File: config.mk
export PLATFORM = sky130hd
export DESIGN_NAME = pwr_sig_wm
export DESIGN_NICKNAME = d
export VERILOG_FILES = /design/src/rtl/pwr_sig_wm_pkg.sv /design/src/rtl/wm_lfsr.sv /design/src/rtl/wm_match.sv /design/src/rtl/wm_load.sv /design/src/rtl/pwr_sig_wm.sv
export SDC_FILE = /design/constraint.sdc
export NUM_CORES = 1
export LEC_CHECK = 0
export ABC_CLOCK_PERIOD_IN_PS = 2400
export BUFFER_PORTS_ARGS = -buffer_cell sky130_fd_sc_hd__buf_2
export CORE_ASPECT_RATIO = 1.75
export CORE_UTILIZATION = 25
export CTS_BUF_LIST = sky130_fd_sc_hd__clkbuf_4 sky130_fd_sc_hd__clkbuf_8 sky130_fd_sc_hd__clkbuf_16
export CTS_CLUSTER_SIZE = 12
export DETAILED_ROUTE_END_ITERATION = 10
export PLACE_DENSITY_LB_ADDON = 0.1
export SLEW_MARGIN = 5
export SYNTH_ARGS = -nofsm -noshare
export SYNTH_HDL_FRONTEND = slang
export SYNTH_HIERARCHICAL = 1
export SYNTH_SLANG_ARGS = --single-unit
File: constraint.sdc
create_clock -name clk_i -period 2.4 [get_ports clk_i]
set_clock_uncertainty 0.1 [all_clocks]
set_input_delay 0.12 -clock clk_i [delete_from_list [all_inputs] [get_ports clk_i]]
set_output_delay 0.12 -clock clk_i [all_outputs]
set_load 0.05 [all_outputs]
File: src/rtl/pwr_sig_wm_pkg.sv
package pwr_sig_wm_pkg;

   typedef enum logic {
      WM_SPREAD = 1'b0,
      WM_MATCH  = 1'b1
   } wm_mode_e;

   // Galois right-shift feedback masks for maximal-length sequences
   function automatic logic [31:0] lfsr_mask(input int unsigned width);
      case (width)
         8:       lfsr_mask = 32'h0000_00B8;
         16:      lfsr_mask = 32'h0000_B400;
         default: lfsr_mask = 32'h0000_0000;
      endcase
   endfunction

endpackage

File: src/rtl/wm_lfsr.sv
module wm_lfsr #(
   parameter int unsigned  W    = 16,
   parameter logic [W-1:0] SEED = 16'hACE1
) (
   input  logic         clk_i,
   input  logic         rst_ni,
   input  logic         adv_i,
   output logic [W-1:0] state_o,
   output logic         bit_o
);
   import pwr_sig_wm_pkg::*;

   localparam logic [31:0]  MASK_FULL = lfsr_mask(W);
   localparam logic [W-1:0] MASK      = MASK_FULL[W-1:0];

   if (MASK_FULL == 32'h0) begin : g_bad_width
      $error("wm_lfsr: width has no feedback mask");
   end
   if (SEED == '0) begin : g_bad_seed
      $error("wm_lfsr: seed must be nonzero");
   end

   logic [W-1:0] state_q, state_d;

   always_comb begin
      state_d = state_q;
      if (adv_i) begin
         state_d = state_q >> 1;
         if (state_q[0]) state_d = state_d ^ MASK;
      end
   end

   always_ff @(posedge clk_i or negedge rst_ni) begin
      if (!rst_ni) state_q <= SEED;
      else         state_q <= state_d;
   end

   assign state_o = state_q;
   assign bit_o   = state_q[0];

   // frozen while not advancing
   p_frozen_r3: assert property (@(posedge clk_i) disable iff (!rst_ni)
      !adv_i |=> $stable(state_q));
   // never locks up at zero
   p_nonzero_r9: assert property (@(posedge clk_i) disable iff (!rst_ni)
      state_q != '0);

endmodule

File: src/rtl/wm_match.sv
module wm_match #(
   parameter int unsigned       DATA_W  = 8,
   parameter logic [DATA_W-1:0] PATTERN = 8'h5A
) (
   input  logic [DATA_W-1:0] data_i,
   output logic              hit_o
);
   if (DATA_W < 2) begin : g_bad_width
      $error("wm_match: pattern too short to be secret");
   end

   assign hit_o = (data_i == PATTERN);

endmodule

File: src/rtl/wm_load.sv
module wm_load #(
   parameter int unsigned N = 32
) (
   input  logic         clk_i,
   input  logic         rst_ni,
   input  logic         act_i,
   output logic [N-1:0] bank_o
);
   if (N < 1) begin : g_bad_n
      $error("wm_load: bank must have at least one register");
   end

   for (genvar i = 0; i < N; i++) begin : g_cell
      logic cell_q;
      always_ff @(posedge clk_i or negedge rst_ni) begin
         if (!rst_ni)    cell_q <= 1'b0;
         else if (act_i) cell_q <= ~cell_q;
      end
      assign bank_o[i] = cell_q;
   end

   // no activity means the bank holds
   p_hold_r4: assert property (@(posedge clk_i) disable iff (!rst_ni)
      !act_i |=> $stable(bank_o));
   // activity inverts every bit
   p_invert_r5: assert property (@(posedge clk_i) disable iff (!rst_ni)
      act_i |=> (bank_o == ~$past(bank_o)));
   // bank moves as one
   p_uniform_r10: assert property (@(posedge clk_i) disable iff (!rst_ni)
      (bank_o == '0) || (bank_o == '1));

endmodule

File: src/rtl/pwr_sig_wm.sv
module pwr_sig_wm #(
   parameter int unsigned            LFSR_W  = 16,
   parameter logic [LFSR_W-1:0]      SEED    = 16'hACE1,
   parameter int unsigned            DATA_W  = 8,
   parameter logic [DATA_W-1:0]      PATTERN = 8'h5A,
   parameter int unsigned            LOAD_N  = 32
) (
   input  logic              clk_i,
   input  logic              rst_ni,
   input  logic              mode_i,
   input  logic              en_i,
   input  logic [DATA_W-1:0] data_i,
   output logic [LOAD_N-1:0] load_o,
   output logic              wm_bit_o
);
   import pwr_sig_wm_pkg::*;

   wm_mode_e          mode;
   logic [LFSR_W-1:0] lfsr_state;
   logic              lfsr_bit;
   logic              hit;
   logic              act;

   assign mode = wm_mode_e'(mode_i);

   wm_lfsr #(.W(LFSR_W), .SEED(SEED)) u_lfsr (
      .clk_i   (clk_i),
      .rst_ni  (rst_ni),
      .adv_i   (en_i),
      .state_o (lfsr_state),
      .bit_o   (lfsr_bit)
   );

   wm_match #(.DATA_W(DATA_W), .PATTERN(PATTERN)) u_match (
      .data_i (data_i),
      .hit_o  (hit)
   );

   always_comb begin
      act = 1'b0;
      if (en_i) begin
         case (mode)
            WM_SPREAD: act = lfsr_bit;
            WM_MATCH:  act = hit;
            default:   act = 1'b0;
         endcase
      end
   end

   wm_load #(.N(LOAD_N)) u_load (
      .clk_i  (clk_i),
      .rst_ni (rst_ni),
      .act_i  (act),
      .bank_o (load_o)
   );

   assign wm_bit_o = lfsr_bit;

   // off-pattern input in match mode never moves the bank
   p_nomatch_hold_r8: assert property (@(posedge clk_i) disable iff (!rst_ni)
      (en_i && mode_i && (data_i != PATTERN)) |=> $stable(load_o));
   // disabled block keeps bank static
   p_disabled_static_r4: assert property (@(posedge clk_i) disable iff (!rst_ni)
      !en_i |=> $stable(load_o));
   // spread mode with tap low keeps bank static
   p_spread_hold_r6: assert property (@(posedge clk_i) disable iff (!rst_ni)
      (en_i && !mode_i && !wm_bit_o) |=> $stable(load_o));

endmodule

==> results.md, run 1 <==
* Status: complete, but fails checks
* Failing checks: design-rule violations
* Delay-heaviest family, CP: flip-flops
* Hold_sp: en_i
* CP Capture Type: flip-flop
* Initial antenna violation count at 0
* IO Pins at 45
* NumNets Final at around 170
* # resized after CTS at 0
* WL per Instance at around 12 um
* CP startpoint kind: flip-flop
* Vias/cell at approximately 3.8
* Syn Area/Cell at about 14 sq um
* GPL Wtd Cong at 0.650
* Final ANT Viol Nets at 0
* DRT iter0 DRCs at 44
* Syn-to-layout area delta at 8.66%
* Worst-path clk slew at ~0.070 ns
* CP Launch Point: u_lfsr/state_o[0]
* Area of the mapped netlist at around 2100 sq um
* Root buf cell: clkbuf_16
* Largest net degree at the start of global routing at 49
* Drt first pass iters at 7
* Setup TNS at 0 ns
* WL final at between 3000 and 4000 um
* CTS tree: built
* Initial Utilization at between 20% and 30%
* Core Area at between 8000 and 9000 sq um
* GRT Overall Usage at roughly 7.6%
* Row cnt at 43
* Max-Slew Margin vs Limit at 30.3%
* Buf/Inv on CP at 1
* Slowest stage cell on the critical path: dfstp_2
* Hold crit path type: in2reg
* Final period util at between 70 and 80%
* DP Wirelength at a little under 2000 um
* Clk sinks at 48
* Worst r2r src: u_lfsr/state_o[0]
* Worst path max stage delay at a little over 0.6 ns
* Die Wd at roughly 71 um
* GRT overflow at 0
* Post-Syn Nets at between 150 and 200
* Vias in the first global route at ~1000
* Max Freq at a little under 0.6 GHz
* Share of cells above drive strength 1 at between 40 and 50%
* Crit Path Max Fanout at 32
* Max clock buf depth at 2
* Crit path DAT at ~1.7 ns
* Final setup fails at 0
* Yosys warnings at 6
* Chip Height at roughly 120 um
* FILL cells at 800
* Routed vias at 960
* Die area at ~9000 sq um
* Syn Inst Count at between 100 and 150
* DRC Markers at 7
* Max Cap Viol at 0
* CP required at 2.44 ns
* Port Buf Inserts at 44
* Total CTS buffers at 5
* Clock Latency Late Sink at about 0.28 ns
* Crit Path Category: reg2reg
* CP Cell Sequence: mux2i_1 -> nor2b_4 -> buf_4 -> xor2_1
* Htree depth at 2
* Worst-Margin Slew at roughly 1.0 ns
* Unrepaired setup endpoints after global routing: no
* Slew Limit Fails at 0
* Final Hold Viols at 0
* Diodes inserted at 0
* Fin crit period at between 1.5 and 2 ns
* First-pass GRT wire length at approximately 5000 um
-- what timing repair did --
action	CTS	global route
endpoints found under the hold margin	40	0
setup buffers	0	0
hold buffers	1	0
-- through the flow --
stage | hold WS (ns) | instances | area, sq um | utilization [%] | worst slack (ns)
4_1_cts | 0.170 | 252 | 2280 | 28.4 | 0.671
5_1_grt | 0.187 | 252 | 2280 | 28.4 | 0.585
6_report | 0.170 | 252 | 2280 | 28.4 | 0.703
2_1_floorplan | -0.276 | 145 | 2100 | - | 0.816
3_3_place_gp | 0.228 | 243 | 2120 | 26.4 | 0.761
3_5_place_dp | 0.287 | 243 | 2120 | 26.4 | 0.686
-- cell type report --
cell class	count	area (sq um)	area share, %
repair buffers	47	245	10.8
flip-flops and latches	48	1210	53.2
multi-input cells	59	559	24.6
well taps	90	113	4.95
clock buffers	5	125	5.49
clock inverters	3	23.8	1.04
-- per-layer routing --
| layer | track usage (%) | vias to the layer above | routed length [um] |
|---|---|---|---|
| li1 | - | 452 | - |
| met1 | 9.12 | 469 | 1340 |
| met2 | 12.3 | 35 | 1460 |
| met3 | 2.20 | 4 | 157 |
| met4 | 4.13 | 0 | 60 |
| met5 | 0 | - | 0 |
-- tightest hold or removal path: cells and delay by family --
| family | cells | cell delay [ns] |
|---|---|---|
| buf+inv | 2 | 0.33 |
| compound gates | 1 | 0.10 |
-- sequential cells by signal, indices dropped and copies added (netlist names) --
register	flops
u_load/g_cell.cell_q	32
u_lfsr/state_o	16
-- path summary, 6_finish.rpt --
kind	endpoint	slack [ns]	depth (start not counted)
hold / removal	u_lfsr/state_o[13]	0.17	3
setup / recovery	u_load/g_cell[27].cell_q	0.70	4
min in group asynchronous	u_load/g_cell[1].cell_q	0.46	2
setup reg to reg	u_load/g_cell[27].cell_q	0.70	4
hold reg to reg	u_load/g_cell[23].cell_q	0.36	1
max in group asynchronous	u_lfsr/state_o[14]	1.09	2
-- layout by cell type (no fill, tap or decap) --
cell	n
mux2i_1	1
clkinv_4	1
dfstp_2	8
nor2b_4	1
clkinvlp_4	2
nand4bb_1	2
buf_4	2
xor2_1	30
clkbuf_16	5
buf_2	44
dfrtp_1	40
nor2_1	4
xor2_2	2
mux2_2	9
xnor2_1	3
mux2_4	4
dlygate4sd3_1	1
a21oi_1	3
Power of run 1 is left out: the tool's default activity adds up to more than one toggle a clock period on the data nets, which glitch-free logic cannot reach.
==> run 2, diff against run 1 <==
--- a/config.mk
+++ b/config.mk
@@ -5,7 +5,7 @@
 export SDC_FILE = /design/constraint.sdc
 export NUM_CORES = 1
 export LEC_CHECK = 0
-export ABC_CLOCK_PERIOD_IN_PS = 2400
+export ABC_CLOCK_PERIOD_IN_PS = 1700
 export BUFFER_PORTS_ARGS = -buffer_cell sky130_fd_sc_hd__buf_2
 export CORE_ASPECT_RATIO = 1.75
 export CORE_UTILIZATION = 25
==> constraint.sdc (replaced) <==
create_clock -name clk_i -period 1.7 [get_ports clk_i]
set_clock_uncertainty 0.1 [all_clocks]
set_input_delay 0.085 -clock clk_i [delete_from_list [all_inputs] [get_ports clk_i]]
set_output_delay 0.085 -clock clk_i [all_outputs]
set_load 0.05 [all_outputs]
==> run 2 against run 1 <==
Net effect:
- wire length is 2.0% higher
- critical endpoint is now u_load/g_cell[20].cell_q
- via count is 1.4% higher
- critical path depth stayed put
- register-to-register slack worse by 0.50 ns
- worst hold slack worse by 0.031 ns
- clock-buffer cell count is 1 higher
- the run still ends with design-rule violations left
==> results.md, run 2 (same netlist as run 1, synthesis figures left out) <==
* Postcts setup bufs at 0
* FILL cells at between 800 and 900
* Total CTS buffers at 5
* GRT Overall Usage at under 10%
* GPL Wtd Cong at about 0.61
* Failing checks: design-rule violations
* Row cnt at 43
* Final Hold Viols at 0
* WL per Instance at about 12 um
* Clock Latency Late Sink at between 0.2 and 0.3 ns
* Hold Path Stages at 3
* Diodes inserted at 0
* Die Wd at just over 70 um
* CP required at about 1.8 ns
* DP Wirelength at about 2200 um
* Largest register FFs at 32
* Hold_sp: en_i
* Slew Limit Fails at 0
* Crit Path Category: reg2reg
* CP startpoint kind: flip-flop
* Max clock buf depth at 2
* Share of cells above drive strength 1 at 48.5%
* First-pass GRT wire length at about 5200 um
* Endpoint, Worst Hold: u_lfsr/state_o[10]
* Final setup fails at 0
* Cts hold-fix bufs at 1
* Htree depth at 2
* Initial Utilization at 26.1%
* Vias/cell at 3.85
* Chip Height at approximately 120 um
* Syn-to-layout area delta at 12.3%
* Port Buf Inserts at 44
* Worst r2r src: u_lfsr/state_o[0]
* CTS tree: built
* Crit path DAT at 1.60 ns
* Crit Path Max Fanout at 32
* Placed insts at 244
* Biggest register: u_load/g_cell.cell_q
* Top layer in use: met4
* Reg2Reg Capture Point: u_load/g_cell[20].cell_q
* Core Area at 8020 sq um
* Final period util at approximately 90%
* Area of the multi-input gates at 559 sq um
* Most frequent cells in the layout: buf_2, dfrtp_1, xor2_1, mux2_2, dfstp_2
* Leading cell type in the layout, fill and taps excluded: buf_2
* WL final at 3080 um
* Storage element area at between 1000 and 1500 sq um
* Routed vias at roughly 970
* DRC Markers at 7
* Status: complete, but fails checks
* Root buf cell: clkbuf_16
* DRT iter0 DRCs at 48
* DR WL met2 at ~1500 um
* Die area at a little under 9000 sq um
* M1 WL at between 1000 and 1500 um
* Hold crit path type: in2reg
* Largest net degree at the start of global routing at 33
* Clk sinks at between 40 and 50
* Flop2flop setup slack at between 0.2 and 0.25 ns
* R2R depth at 4
* Max-Slew Margin vs Limit at a little under 60%
* Worst-Margin Slew at between 0.6 and 0.7 ns
* Post-route design area at approximately 2400 sq um
* Final ANT Viol Nets at 0
* Initial antenna violation count at 0
* Routed wl met3 at ~160 um
* Max Freq at ~0.67 GHz
* Placed cell area at ~2200 sq um
* NumNets Final at between 150 and 200
* CP Capture Type: flip-flop
* Fin crit period at between 1 and 1.5 ns
* # resized after CTS at 0
* Worst-path clk slew at ~0.060 ns
* Unrepaired setup endpoints after global routing: no
* GRT overflow at 0
* Drt first pass iters at 6
* Max Cap Viol at 0
* Post-Layout Cell Count at ~250
* Vias in the first global route at 1097
* IO Pins at 45
* Setup TNS at 0 ns
==> run 2: cell count changes in the layout (fill, tap and decap cells not counted), sizes merged <==
cell	before	now
bufinv	0	2
clkinvlp	2	0
buf	46	47
clkbuf	5	6
clkinv	1	0
==> run 2: area by class of cell <==
type / instances / share of cell area (%)
Clock buffer: 6 / 5.64
Timing Repair Buffer: 48 / 11.8
Multi-Input combinational cell: 59 / 23.8
Clock inverter: 2 / 2.55
Sequential cell: 48 / 51.5
Tap cell: 90 / 4.78
==> run 2: stage by stage <==
stage	hold WS [ns]	setup WS, ns	utilization [%]
floorplan	-0.311	0.116	-
global placement	0.0137	0.270	26.8
detailed placement	0.0352	0.200	26.8
CTS	0.131	0.175	29.4
global route	0.160	0.112	29.4
finish	0.139	0.207	29.4
==> run 2: per-layer routing <==
metal / GRT usage, % / vias to the layer above
met4: 5.25 / 0
met3: 2.85 / 6
met5: 0 / -
li1: - / 456
met2: 13.1 / 33
met1: 8.93 / 478
==> run 2: worst max path at each step <==
stage	cells after the start	slack, ns	to	from
4_1_cts	4	0.18	u_load/g_cell[7].cell_q	u_lfsr/state_o[0]
5_1_grt	4	0.11	u_load/g_cell[9].cell_q	u_lfsr/state_o[0]
3_3_place_gp	4	0.27	u_load/g_cell[0].cell_q	u_lfsr/state_o[0]
2_1_floorplan	5	0.12	u_load/g_cell[0].cell_q	u_lfsr/state_o[0]
3_5_place_dp	4	0.20	u_load/g_cell[7].cell_q	u_lfsr/state_o[0]
6_report	4	0.21	u_load/g_cell[20].cell_q	u_lfsr/state_o[0]
==> run 2: worst max-delay path, cell delays in order (launching register included) <==
cell and delay (ns):
dfstp_2 0.61, mux2i_1 0.13, nor2b_4 0.14, buf_12 0.23, xor2_1 0.18
Power of run 2 is left out for the same reason.
==> run 3, diff against run 2 <==
--- a/config.mk
+++ b/config.mk
@@ -13,6 +13,7 @@
 export CTS_CLUSTER_SIZE = 12
 export DETAILED_ROUTE_END_ITERATION = 10
 export PLACE_DENSITY_LB_ADDON = 0.1
+export RECOVER_POWER = 50
 export SLEW_MARGIN = 5
 export SYNTH_ARGS = -nofsm -noshare
 export SYNTH_HDL_FRONTEND = slang
==> run 3 against run 2 <==
Net effect:
- the run still ends with design-rule violations left
- global-route usage unchanged
- sequential cell count stayed put
- fmax about the same
- die area unchanged
==> results.md, run 3 (same netlist as run 1, synthesis figures left out) <==
* Storage element area at roughly 1200 sq um
* CP required at 1.81 ns
* Worst-Margin Slew at 0.678 ns
* GRT overflow at 0
* R2R depth at 4
* Final ANT Viol Nets at 0
* Initial antenna violation count at 0
* DP Wirelength at ~2200 um
* Port Buf Inserts at 44
* Max-Slew Margin vs Limit at 54.8%
* Post-Layout Cell Count at 253
* Crit Path Max Fanout at 32
* Delay-heaviest family, CP: flip-flops
* Core Area at approximately 8000 sq um
* Slowest stage cell on the critical path: dfstp_2
* Routed vias at 978
* Setup TNS at 0 ns
* CTS tree: built
* Hold Path Stages at 3
* Area of the multi-input gates at 544 sq um
* Vias in the first global route at about 1100
* Status: complete, but fails checks
* WL final at 3070 um
* Crit Path Category: reg2reg
* Leading cell type in the layout, fill and taps excluded: buf_2
* Final setup fails at 0
* Max Freq at 0.669 GHz
* CP Capture Type: flip-flop
* FILL cells at between 800 and 900
* Cts hold-fix bufs at 1
* WL per Instance at 12.1 um
* First-pass GRT wire length at approximately 5200 um
* CP Cell Sequence: mux2i_1 -> nor2b_4 -> buf_12 -> xor2_1
* Drt first pass iters at 6
* Biggest register: u_load/g_cell.cell_q
* Placed cell area at approximately 2200 sq um
* Fin crit period at roughly 1.5 ns
* Postcts setup bufs at 0
* Die Wd at slightly above 70 um
* Largest net degree at the start of global routing at 33
* Clock Latency Late Sink at 0.28 ns
* Syn-to-layout area delta at 11.6%
* Clk sinks at 48
* IO Pins at 45
* Max clock buf depth at 2
* Unrepaired setup endpoints after global routing: no
* Htree depth at 2
* GRT Overall Usage at 8.09%
* Initial Utilization at a little over a quarter
* Diodes inserted at 0
* Vias/cell at slightly below 4
* Row cnt at between 40 and 50
* Post-route design area at about 2300 sq um
* Max Cap Viol at 0
* NumNets Final at ~170
* Share of cells above drive strength 1 at 45.4%
* Crit path DAT at 1.60 ns
* Worst path max stage delay at between 0.6 and 0.7 ns
* Die area at ~9000 sq um
* Largest register FFs at 32
* Chip Height at roughly 120 um
* Placed insts at between 200 and 250
* Root buf cell: clkbuf_16
* CP startpoint kind: flip-flop
* Failing checks: design-rule violations
* Most frequent cells in the layout: buf_2, dfrtp_1, xor2_1, mux2_2, dfstp_2
* Stages on worst setup path at 4
* # resized after CTS at 0
* Hold crit path type: in2reg
* Slew Limit Fails at 0
* Final Hold Viols at 0
* Total CTS buffers at 5
* DRT iter0 DRCs at 41
* GPL Wtd Cong at slightly above 0.6
* Final period util at slightly below 90%
* Worst-path clk slew at ~0.060 ns
* DRC Markers at 7
* Buf/Inv on CP at 1
==> run 3: worst paths after layout <==
path,startpoint,endpoint,slack [ns]
min in group asynchronous,rst_ni,u_load/g_cell[0].cell_q,0.27
max in group asynchronous,rst_ni,u_load/g_cell[12].cell_q,0.68
min reg2reg,u_load/g_cell[15].cell_q,u_load/g_cell[15].cell_q,0.36
max,u_lfsr/state_o[0],u_load/g_cell[20].cell_q,0.21
min,en_i,u_lfsr/state_o[10],0.12
max reg2reg,u_lfsr/state_o[0],u_load/g_cell[20].cell_q,0.21
==> run 3: through the flow <==
| stage | hold WS (ns) | utilization [%] | setup slack (ns) |
|---|---|---|---|
| after CTS | 0.131 | 29.4 | 0.175 |
| final | 0.121 | 29.2 | 0.206 |
| after floorplan | -0.311 | - | 0.116 |
| after detailed placement | 0.0352 | 26.8 | 0.200 |
| after global placement | 0.0137 | 26.8 | 0.270 |
| after global routing | 0.143 | 29.2 | 0.112 |
==> run 3: area by class of cell <==
cell class	count	share of cell area [%]
Sequential cell	48	51.8
Multi-Input combinational cell	59	23.3
Timing Repair Buffer	48	11.9
Clock buffer	6	5.67
Tap cell	90	4.82
Clock inverter	2	2.57
==> run 3: worst reg2reg max path: stages, from the launching register on <==
cell and delay [ns]:
dfstp_2 0.61, mux2i_1 0.13, nor2b_4 0.14, buf_12 0.23, xor2_1 0.21
==> run 3: per-layer routing <==
| metal | track usage [%] | vias to the layer above | wire length [um] |
|---|---|---|---|
| li1 | - | 458 | - |
| met4 | 5.25 | 0 | 92 |
| met1 | 8.93 | 481 | 1290 |
| met2 | 13.1 | 33 | 1530 |
| met3 | 2.85 | 6 | 156 |
| met5 | 0 | - | 0 |
Power of run 3 is left out for the same reason.
